`src/rtl/core_state_pkg.sv`:
```
package core_state_pkg;
  parameter int unsigned XLEN = 32;

  // little-endian indices of the implemented fields
  localparam int unsigned B_XEND  = 16;
  localparam int unsigned B_INTEN = 15;
  localparam int unsigned B_USER  = 14;
  localparam int unsigned B_FPU   = 13;
  localparam int unsigned B_MCHK  = 12;
  localparam int unsigned B_STEP  = 10;
  localparam int unsigned B_BRTR  = 9;
  localparam int unsigned B_PFX   = 6;
  localparam int unsigned B_IXL   = 5;
  localparam int unsigned B_DXL   = 4;
  localparam int unsigned B_RECOV = 1;
  localparam int unsigned B_LEND  = 0;

  localparam logic [XLEN-1:0] ONE = XLEN'(1);

  localparam logic [XLEN-1:0] IMPL_MASK =
      (ONE << B_XEND) | (ONE << B_INTEN) | (ONE << B_USER) | (ONE << B_FPU) |
      (ONE << B_MCHK) | (ONE << B_STEP)  | (ONE << B_BRTR) | (ONE << B_PFX) |
      (ONE << B_IXL)  | (ONE << B_DXL)   | (ONE << B_RECOV) | (ONE << B_LEND);

  // fields forced to zero on exception entry
  localparam logic [XLEN-1:0] XCPT_CLR =
      (ONE << B_INTEN) | (ONE << B_USER) | (ONE << B_FPU) | (ONE << B_STEP) |
      (ONE << B_BRTR)  | (ONE << B_IXL)  | (ONE << B_DXL) | (ONE << B_RECOV);

  typedef logic [XLEN-1:0] word_t;
endpackage

```
`src/rtl/csr_prefix_latch.sv`:
```
module csr_prefix_latch (
  input  logic clk,
  input  logic hard_rst,
  input  logic cfg_prefix,
  output logic prefix_q
);
  always_ff @(posedge clk) begin
    if (hard_rst) prefix_q <= cfg_prefix;
  end

  AST_PFX_HOLD: assert property (@(posedge clk) disable iff (hard_rst)
    $past(hard_rst) |-> prefix_q == $past(cfg_prefix));
endmodule

```
`src/rtl/csr_save_word.sv`:
```
module csr_save_word
  import core_state_pkg::*;
(
  input  logic  clk,
  input  logic  hard_rst,
  input  logic  soft_rst,
  input  logic  xcpt_take,
  input  word_t state_q,
  output word_t save_q
);
  always_ff @(posedge clk) begin
    if (hard_rst || soft_rst) save_q <= '0;
    else if (xcpt_take)       save_q <= state_q & IMPL_MASK;
  end

  AST_SAVE_CAPTURE: assert property (@(posedge clk) disable iff (hard_rst || soft_rst)
    xcpt_take |=> save_q == $past(state_q));
endmodule

```
`src/rtl/csr_state_word.sv`:
```
module csr_state_word
  import core_state_pkg::*;
(
  input  logic  clk,
  input  logic  hard_rst,
  input  logic  soft_rst,
  input  logic  cfg_prefix,
  input  logic  prefix_q,
  input  logic  wr_en,
  input  word_t wr_data,
  input  logic  xcpt_take,
  input  logic  xcpt_ret,
  input  word_t save_q,
  output word_t state_nxt,
  output word_t state_q
);
  word_t raw;

  always_comb begin
    raw = state_q;
    if (hard_rst) begin
      raw        = '0;
      raw[B_PFX] = cfg_prefix;
    end else if (soft_rst) begin
      raw        = '0;
      raw[B_PFX] = prefix_q;
    end else if (xcpt_take) begin
      raw         = state_q & ~XCPT_CLR;
      raw[B_LEND] = state_q[B_XEND];
    end else if (xcpt_ret) begin
      raw = save_q;
    end else if (wr_en) begin
      raw = wr_data;
    end
    state_nxt = raw & IMPL_MASK;
  end

  always_ff @(posedge clk) begin
    state_q <= state_nxt;
  end

  AST_HARD_LOAD: assert property (@(posedge clk)
    hard_rst |=> state_q == ($past(cfg_prefix) ? (ONE << B_PFX) : '0));
  AST_SOFT_LOAD: assert property (@(posedge clk) disable iff (hard_rst)
    soft_rst |=> state_q == ($past(prefix_q) ? (ONE << B_PFX) : '0));
  AST_RSVD_ZERO: assert property (@(posedge clk) disable iff (hard_rst)
    (state_q & ~IMPL_MASK) == '0);
  AST_SW_WRITE: assert property (@(posedge clk) disable iff (hard_rst || soft_rst)
    (wr_en && !xcpt_take && !xcpt_ret) |=> state_q == ($past(wr_data) & IMPL_MASK));
  AST_XCPT_ENTRY: assert property (@(posedge clk) disable iff (hard_rst || soft_rst)
    xcpt_take |=> ((state_q & XCPT_CLR) == '0) &&
                  (state_q[B_LEND] == $past(state_q[B_XEND])) &&
                  (state_q[B_MCHK] == $past(state_q[B_MCHK])));
  AST_XCPT_RETURN: assert property (@(posedge clk) disable iff (hard_rst || soft_rst)
    (xcpt_ret && !xcpt_take) |=> state_q == $past(save_q));
  AST_TAKE_OVER_WRITE: assert property (@(posedge clk) disable iff (hard_rst || soft_rst)
    (xcpt_take && wr_en) |=> state_q[B_INTEN] == 1'b0);
endmodule

```
`src/rtl/core_state_reg.sv`:
```
module core_state_reg
  import core_state_pkg::*;
(
  input  logic            clk,
  input  logic            hard_rst,
  input  logic            soft_rst,
  input  logic            cfg_prefix,
  input  logic            wr_en,
  input  logic [XLEN-1:0] wr_data,
  input  logic            xcpt_take,
  input  logic            xcpt_ret,
  output logic [XLEN-1:0] state_o,
  output logic [XLEN-1:0] save_o,
  output logic            irq_enable_o,
  output logic            mchk_enable_o
);
  word_t state_q, state_nxt, save_q;
  logic  prefix_q;
  logic  irq_q, mchk_q;

  csr_prefix_latch u_pfx (
    .clk(clk), .hard_rst(hard_rst), .cfg_prefix(cfg_prefix), .prefix_q(prefix_q)
  );

  csr_state_word u_word (
    .clk(clk), .hard_rst(hard_rst), .soft_rst(soft_rst), .cfg_prefix(cfg_prefix),
    .prefix_q(prefix_q), .wr_en(wr_en), .wr_data(wr_data), .xcpt_take(xcpt_take),
    .xcpt_ret(xcpt_ret), .save_q(save_q), .state_nxt(state_nxt), .state_q(state_q)
  );

  csr_save_word u_save (
    .clk(clk), .hard_rst(hard_rst), .soft_rst(soft_rst), .xcpt_take(xcpt_take),
    .state_q(state_q), .save_q(save_q)
  );

  // enable outputs registered in parallel with the word
  always_ff @(posedge clk) begin
    irq_q  <= state_nxt[B_INTEN];
    mchk_q <= state_nxt[B_MCHK];
  end

  assign state_o       = state_q;
  assign save_o        = save_q;
  assign irq_enable_o  = irq_q;
  assign mchk_enable_o = mchk_q;

  AST_IRQ_TRACK: assert property (@(posedge clk) disable iff (hard_rst)
    irq_enable_o == state_o[B_INTEN]);
  AST_MCHK_TRACK: assert property (@(posedge clk) disable iff (hard_rst)
    mchk_enable_o == state_o[B_MCHK]);
endmodule

```
`config.mk`:
```
export PLATFORM = sky130hd
export DESIGN_NAME = core_state_reg
export DESIGN_NICKNAME = d
export VERILOG_FILES = /design/src/rtl/core_state_pkg.sv /design/src/rtl/csr_prefix_latch.sv /design/src/rtl/csr_save_word.sv /design/src/rtl/csr_state_word.sv /design/src/rtl/core_state_reg.sv
export SDC_FILE = /design/constraint.sdc
export NUM_CORES = 1
export LEC_CHECK = 0
export BUFFER_PORTS_ARGS = -buffer_cell sky130_fd_sc_hd__buf_2
export CORE_MARGIN = 2
export CORE_UTILIZATION = 44
export CTS_BUF_LIST = sky130_fd_sc_hd__clkbuf_2
export DETAILED_ROUTE_END_ITERATION = 6
export PLACE_DENSITY = 0.85
export SLEW_MARGIN = 20
export SYNTH_ARGS = -nofsm -noshare
export SYNTH_HDL_FRONTEND = slang
export SYNTH_SLANG_ARGS = --single-unit
export TNS_END_PERCENT = 5
```
`constraint.sdc`:
```
create_clock -name clk -period 2 [get_ports clk]
set_input_delay 0.4 -clock clk [delete_from_list [all_inputs] [get_ports clk]]
set_output_delay 0.4 -clock clk [all_outputs]
set_load 0.05 [all_outputs]
```
==> summary.txt, run 1 <==
Run status
  – Status: complete, no violations

Clocking
  – Hold-fix buffers, CTS: 0
  – Clock Path Buffers: 2
  – TritonCTS clock tree: done
  – # Post-CTS Setup Buffers: 0
  – Clock root buffer: clkbuf_2
  – H-tree lvl count: 1
  – Resized cells post-CTS: 0
  – Num CTS Buffers: 3
  – Clock slew at reported path FFs: 0.22 ns
  – # clock sinks: 25
  – Clk_lat worst skew: 0.34 ns

GRT
  – Overflow after GRT: 0
  – First-pass GRT wire length: 3.75 mm
  – Global Route Usage Sum: 13.9%
  – Largest net degree at the start of global routing: 16
  – Initial antenna violation count: 0
  – Vias in the first global route: 863

Yosys
  – Asr flop ratio synth: 0%
  – Yosys top cell area share: 33.1%
  – Mapped cell area: 1390 um^2
  – FF+latch count, synth: 25
  – Ys Warns: 0
  – Distinct cell type count after synthesis: 24
  – Syn Area/Cell: 9.04 um^2
  – Syn Inst Count: 154
  – Sequential area share after synthesis: 37.4%
  – Synth Flop Type: dfxtp_1
  – Yosys top cell by area: dfxtp_1
  – Synth cell count leaders: buf_4, dfxtp_1, nand2_1, a21oi_1
  – Largest cells by area after synthesis: dfxtp_1, buf_4, mux2i_1, mux2_2, nand2_1
  – Most frequent cell after synthesis: buf_4
  – Number of flops mapped to enable cells by yosys: 2

Floorplan
  – Starting Density: 46.0%
  – Die area: 3630 um^2
  – Die height: 60.3 um
  – Die width: 60.3 um
  – Num rows: 20
  – Core area: 3030 um^2
  – Top Ports: 105

Place
  – Post-DP HPWL: 1.89 mm
  – PortBufs: 44
  – DP Area: 1450 um^2
  – Placer Congestion: 0.762
  – Placed Instances: 234

Timing
  – Min Tclk post-route: 1.45 ns
  – Final Cycle Share: 72.3%
  – Fin. max-slew vios: 0
  – Final Hold Fails: 0
  – Unrepaired setup endpoints after global routing: no
  – Finish-stage setup viols: 0
  – Clock skew: 0.0120 ns
  – Setup TNS: 0 ns
  – FMAX: 691 MHz

Pwr
  – Psw: 398 uW
  – Reg power frac: 51.6%
  – Clock power share: 19.7%
  – Power share of the combinational group: 28.7%
  – PD cells: 685 nW/um^2
  – Max IR drop VDD: 217 uV
  – Sw Ratio: 39.5%
  – P_leak: 0.000749 uW
  – P_int: 611 uW

Cells and area
  – Filler instances: 327
  – Final nets: 234
  – Ant. Diodes: 0
  – Layout cells sized above 1: 31.4%
  – Finished Layout Cells: 238
  – Area added between synthesis and finish: 5.84%
  – Fin area: 1470 um^2

Route
  – DR WL/cell: 10.4 um
  – Initial drt markers: 15
  – Vias: 987
  – WL final: 2.47 mm
  – First-pass DRT Iterations: 4
  – Via density: 4.15
  – Post-route ant nets: 0
  – DRC: 0

Flow run
  – # Max-Cap Violations: 0

Worst setup path
  – Crit-path cells: buf_2
  – R2R depth: 3
  – Top Family by Delay on Critical Path: flip-flops
  – Largest stage delay, worst path: 0.43 ns
  – RR Endpoint: u_word.state_q[6]
  – Critical Path Start Type: flip-flop
  – Worst setup path category: reg -> out
  – Max FO, Critical Path: 4
  – CP required: 1.60 ns
  – Worst EP arrival: 1.05 ns
  – CP max-delay cell: dfxtp_1
  – Startpoint of the worst-slack reg-to-reg timing path: u_save.save_q[6]
  – CP bufs+invs: 1
  – Crit path depth: 1
  – Reg-to-reg slack, setup: 1.02 ns
  – Crit path to: state_o[12]
  – CP Capture Type: output port
  – Critical path startpoint: u_word.state_q[12]

Hold path
  – HP Class: in -> reg
[per-stage QoR]
step	hold WS [ns]	setup slack (ns)	total power, uW	util [%]
2_1_floorplan	0.499	0.672	848	-
3_3_place_gp	0.450	0.489	818	48.0
3_5_place_dp	0.458	0.489	820	48.0
4_1_cts	0.215	0.523	1020	48.7
5_1_grt	0.209	0.487	1050	48.7
6_report	0.238	0.554	1010	48.7
[registers in the layout, summed over array words and instances, names as in the netlist]
name / flops
u_save.save_q: 12
u_word.state_q: 12
u_pfx.prefix_q: 1
[cell families (layout without fill, tap and decap cells)]
family | Yosys count | after routing | synth area share, %
buf+inv | 50 | 51 | 27.0
simple gates | 38 | 38 | 11.9
flops | 25 | 25 | 37.4
compound gates | 20 | 20 | 8.27
mux | 20 | 20 | 15.2
other cells | 1 | 40 | 0.269
[cell type report]
cell class	count	area (um^2)	area share [%]
Inverter	2	7.51	0.509
Timing Repair Buffer	45	228	15.4
Sequential cell	25	520	35.3
Tap cell	44	55.1	3.74
Clock inverter	1	6.26	0.424
Clock buffer	3	15.0	1.02
Multi-Input combinational cell	118	642	43.5
[cell usage in the layout (no fill, tap or decap)]
master and count:
a31oi_1 1, buf_4 1, o211ai_1 1, nand2b_1 3, o21ba_2 1, and2_1 1
edfxtp_1 2, o21ai_0 2, clkbuf_2 3, nand2_1 20, buf_2 44, a21oi_1 12
inv_1 2, conb_1 40, inv_4 1, mux2i_1 11, o22ai_1 2, nor2_1 11
nor2_4 1, o221ai_1 1, mux2_2 9, dfxtp_1 23, or2_1 1, nand2_2 1
[worst min path at each step]
stage,from,to,cells after the start
2_1_floorplan,cfg_prefix,u_pfx.prefix_q,0
3_3_place_gp,u_save.save_q[14],u_word.state_q[14],2
3_5_place_dp,u_save.save_q[15],u_word.state_q[15],2
4_1_cts,cfg_prefix,u_pfx.prefix_q,1
5_1_grt,cfg_prefix,u_pfx.prefix_q,1
6_report,cfg_prefix,u_pfx.prefix_q,1
[layer usage]
metal  part of all wire, %  vias to the layer above  GRT usage (%)
met2                    51                       45           25.2
li1                      -                      500              -
met4                   1.1                        0           6.67
met1                    41                      440           15.9
met5                     0                        -              0
met3                   6.2                        2           1.52
[power by group through the flow]
stage	Combinational, uW	Sequential (uW)	Clock [uW]
6_report	290	521	199
3_5_place_dp	289	531	0
4_1_cts	290	521	210
3_3_place_gp	288	530	0
5_1_grt	305	523	224
2_1_floorplan	292	556	0
No activity file was read; power rests on OpenSTA's default activity.
==> run 2: changes to the inputs <==
--- a/config.mk
+++ b/config.mk
@@ -5,12 +5,13 @@
 export SDC_FILE = /design/constraint.sdc
 export NUM_CORES = 1
 export LEC_CHECK = 0
+export ABC_AREA = 1
 export BUFFER_PORTS_ARGS = -buffer_cell sky130_fd_sc_hd__buf_2
 export CORE_MARGIN = 2
-export CORE_UTILIZATION = 44
+export CORE_UTILIZATION = 42
 export CTS_BUF_LIST = sky130_fd_sc_hd__clkbuf_2
 export DETAILED_ROUTE_END_ITERATION = 6
-export PLACE_DENSITY = 0.85
+export PLACE_DENSITY = 0.81
 export SLEW_MARGIN = 20
 export SYNTH_ARGS = -nofsm -noshare
 export SYNTH_HDL_FRONTEND = slang
==> constraint.sdc (replaced) <==
create_clock -name clk -period 1.4 [get_ports clk]
set_input_delay 0.28 -clock clk [delete_from_list [all_inputs] [get_ports clk]]
set_output_delay 0.28 -clock clk [all_outputs]
set_load 0.05 [all_outputs]
==> summary.txt, run 2 <==
GRT
  – Global Route Usage Sum: 13.9% (+0.022 points)
  – Largest net degree at the start of global routing: 15 (-1)
  – Vias in the first global route: 928 (+7.5%)
  – First-pass GRT wire length: 4.42 mm (+18%)
  – Initial antenna violation count: 0 (unchanged)
  – Overflow after GRT: 0 (unchanged)

Worst setup path
  – Startpoint of the worst-slack reg-to-reg timing path: u_pfx.prefix_q
  – Largest stage delay, worst path: 0.41 ns (-0.02 ns)
  – Critical Path Start Type: flip-flop
  – Crit-path cells: buf_2
  – CP max-delay cell: dfxtp_1
  – Critical path startpoint: u_word.state_q[4]
  – Worst EP arrival: 1.02 ns (-0.03 ns)
  – Max FO, Critical Path: 3 (-1)
  – CP required: 1.12 ns (-0.48 ns)
  – CP bufs+invs: 1 (unchanged)
  – Top Family by Delay on Critical Path: flip-flops
  – Worst setup path category: reg -> out
  – CP Capture Type: output port

Clocking
  – Hold-fix buffers, CTS: 0 (unchanged)
  – # Post-CTS Setup Buffers: 0 (unchanged)
  – Clock Path Buffers: 2 (unchanged)
  – Clock root buffer: clkbuf_2
  – Clock slew at reported path FFs: 0.22 ns (about the same)
  – Num CTS Buffers: 3 (unchanged)
  – TritonCTS clock tree: done
  – H-tree lvl count: 1 (unchanged)
  – Clk_lat worst skew: 0.33 ns (about the same)
  – # clock sinks: 25 (unchanged)

Cells and area
  – Layout cells sized above 1: 25.9% (-5.5 points)
  – Area added between synthesis and finish: 7.95%
  – Fin area: 1550 um^2 (+4.9%)
  – Top flop regs: u_save.save_q: 12 flops, u_word.state_q: 12 flops, u_pfx.prefix_q: 1 flops
  – Most frequent cells in the layout: nand2_1, conb_1, buf_2, dfxtp_1, a21oi_1
  – Commonest non-fill, non-tap cell in the layout: nand2_1
  – Filler instances: 352 (+7.6%)
  – Final nets: 279 (+19%)
  – Ant. Diodes: 0 (unchanged)

Floorplan
  – Core area: 3310 um^2 (+9.3%)
  – Die width: 62.4 um (+3.6%)
  – Num rows: 21 (+5.0%)
  – Top Ports: 105 (unchanged)
  – Die height: 62.4 um (+3.6%)
  – Die area: 3890 um^2 (+7.2%)
  – Starting Density: 43.3% (-2.7 points)

Yosys
  – Yosys top cell area share: 32.1% (-0.92 points)
  – Synth cell count leaders: nand2_1, buf_4, dfxtp_1, a21oi_1, inv_1
  – Largest cells by area after synthesis: dfxtp_1, buf_4, nand2_1, a21oi_1, edfxtp_1
  – Number of flops mapped to enable cells by yosys: 2 (unchanged)
  – Sequential area share after synthesis: 36.3% (-1.0 points)
  – Asr flop ratio synth: 0% (unchanged)
  – FF+latch count, synth: 25 (unchanged)
  – Mapped cell area: 1430 um^2 (+2.9%)
  – Distinct cell type count after synthesis: 20 (-17%)
  – Yosys top cell by area: dfxtp_1
  – Syn Inst Count: 198 (+29%)
  – Syn Area/Cell: 7.24 um^2 (-20%)
  – Most frequent cell after synthesis: nand2_1
  – Synth Flop Type: dfxtp_1
  – Ys Warns: 0 (unchanged)

Place
  – DP Area: 1520 um^2 (+4.3%)
  – Placer Congestion: 0.747 (-2.0%)
  – Post-DP HPWL: 2.03 mm (+7.0%)
  – PortBufs: 44 (unchanged)

Timing
  – Min Tclk post-route: 1.30 ns
  – Finish-stage setup viols: 0 (unchanged)
  – WHS: 0.123 ns (-0.116 ns)
  – FMAX: 770 MHz
  – Unrepaired setup endpoints after global routing: no
  – Clock skew: 0.000405 ns (-0.0116 ns)
  – Setup TNS: 0 ns (unchanged)
  – Final Cycle Share: 92.8%
  – Fin. max-slew vios: 0 (unchanged)
  – Final Hold Fails: 0 (unchanged)

Route
  – Post-route ant nets: 0 (unchanged)
  – DR WL/cell: 9.67 um (-6.7%)
  – Initial drt markers: 28 (+13)
  – DRC: 0 (unchanged)
  – First-pass DRT Iterations: 4 (unchanged)
  – Vias: 1177 (+19%)
  – Via density: 4.13 (-0.42%)
  – WL final: 2.76 mm (+12%)

Hold path
  – HP Class: in -> reg
  – Hold_sp: cfg_prefix

Pwr
  – PD cells: 928 nW/um^2 (+36%)
  – Max IR drop VDD: 465 uV (+110%)
  – P_leak: 0.000850 uW (+13%)

Flow run
  – # Max-Cap Violations: 0 (unchanged)

Run status
  – Status: complete, no violations
[run 2: cell count changes after synthesis, sizes merged, moves of 2 or more]
cell    change
inv        +14
mux2        -9
nand2      +47
nand3      +10
a21oi       +3
nand2b      -3
o22ai       -2
mux2i      -11
[run 2: cell families (layout without fill, tap and decap cells)]
| family | Yosys count | after routing | synth area share, % |
|---|---|---|---|
| simple gates | 89 | 89 | 27.2 |
| buf+inv | 64 | 66 | 29.1 |
| flops | 25 | 25 | 36.3 |
| compound gates | 19 | 19 | 7.07 |
| other cells | 1 | 40 | 0.262 |
[run 2: layout make-up]
class	instances	area, um^2	area share [%]
flip-flops and latches	25	522	33.7
clock buffers	3	15.0	0.971
multi-input cells	148	642	41.5
inverters	16	60.1	3.88
clock inverters	1	5.00	0.324
repair buffers	46	245	15.9
well taps	46	57.6	3.72
[run 2: final timing paths]
kind / to / slack (ns) / depth (start not counted)
worst max-delay path: state_o[4] / 0.10 / 1
worst min-delay path: u_pfx.prefix_q / 0.12 / 1
worst max register to register: u_word.state_q[6] / 0.55 / 2
worst min register to register: u_save.save_q[6] / 0.49 / 2
[run 2: metal layers]
layer / share of wire (%) / vias up / global-route usage [%]
li1: - / 607 / -
met1: 46 / 512 / 18.9
met2: 45 / 56 / 22.6
met3: 8.7 / 2 / 2.34
met4: 0.36 / 0 / 4.17
met5: 0 / - / 0
[run 2: worst register-to-register path, delay by kind of cell (launching register included)]
| family | cells | cell delay (ns) |
|---|---|---|
| compound gates | 2 | 0.24 |
| flops | 1 | 0.41 |
[run 2: where the power goes]
group | leakage (uW) | switching (uW) | internal (uW)
clock | 0.0000164 | 205 | 64.8
combinational | 0.000627 | 364 | 56.2
sequential | 0.000206 | 8.29 | 737
[run 2: repair_timing]
item | CTS | global route
endpoints found under the setup margin | 0 | 4
endpoints found under the hold margin | 0 | 0
gates resized for setup | 0 | 5
[run 2: through the flow]
step	setup WS, ns	std cells	power [uW]	utilization [%]
floorplan	0.167	237	1210	-
global placement	0.260	281	1180	45.8
detailed placement	0.253	281	1180	45.8
CTS	0.0360	285	1450	46.4
global route	0.00340	285	1510	46.7
finish	0.101	285	1440	46.7
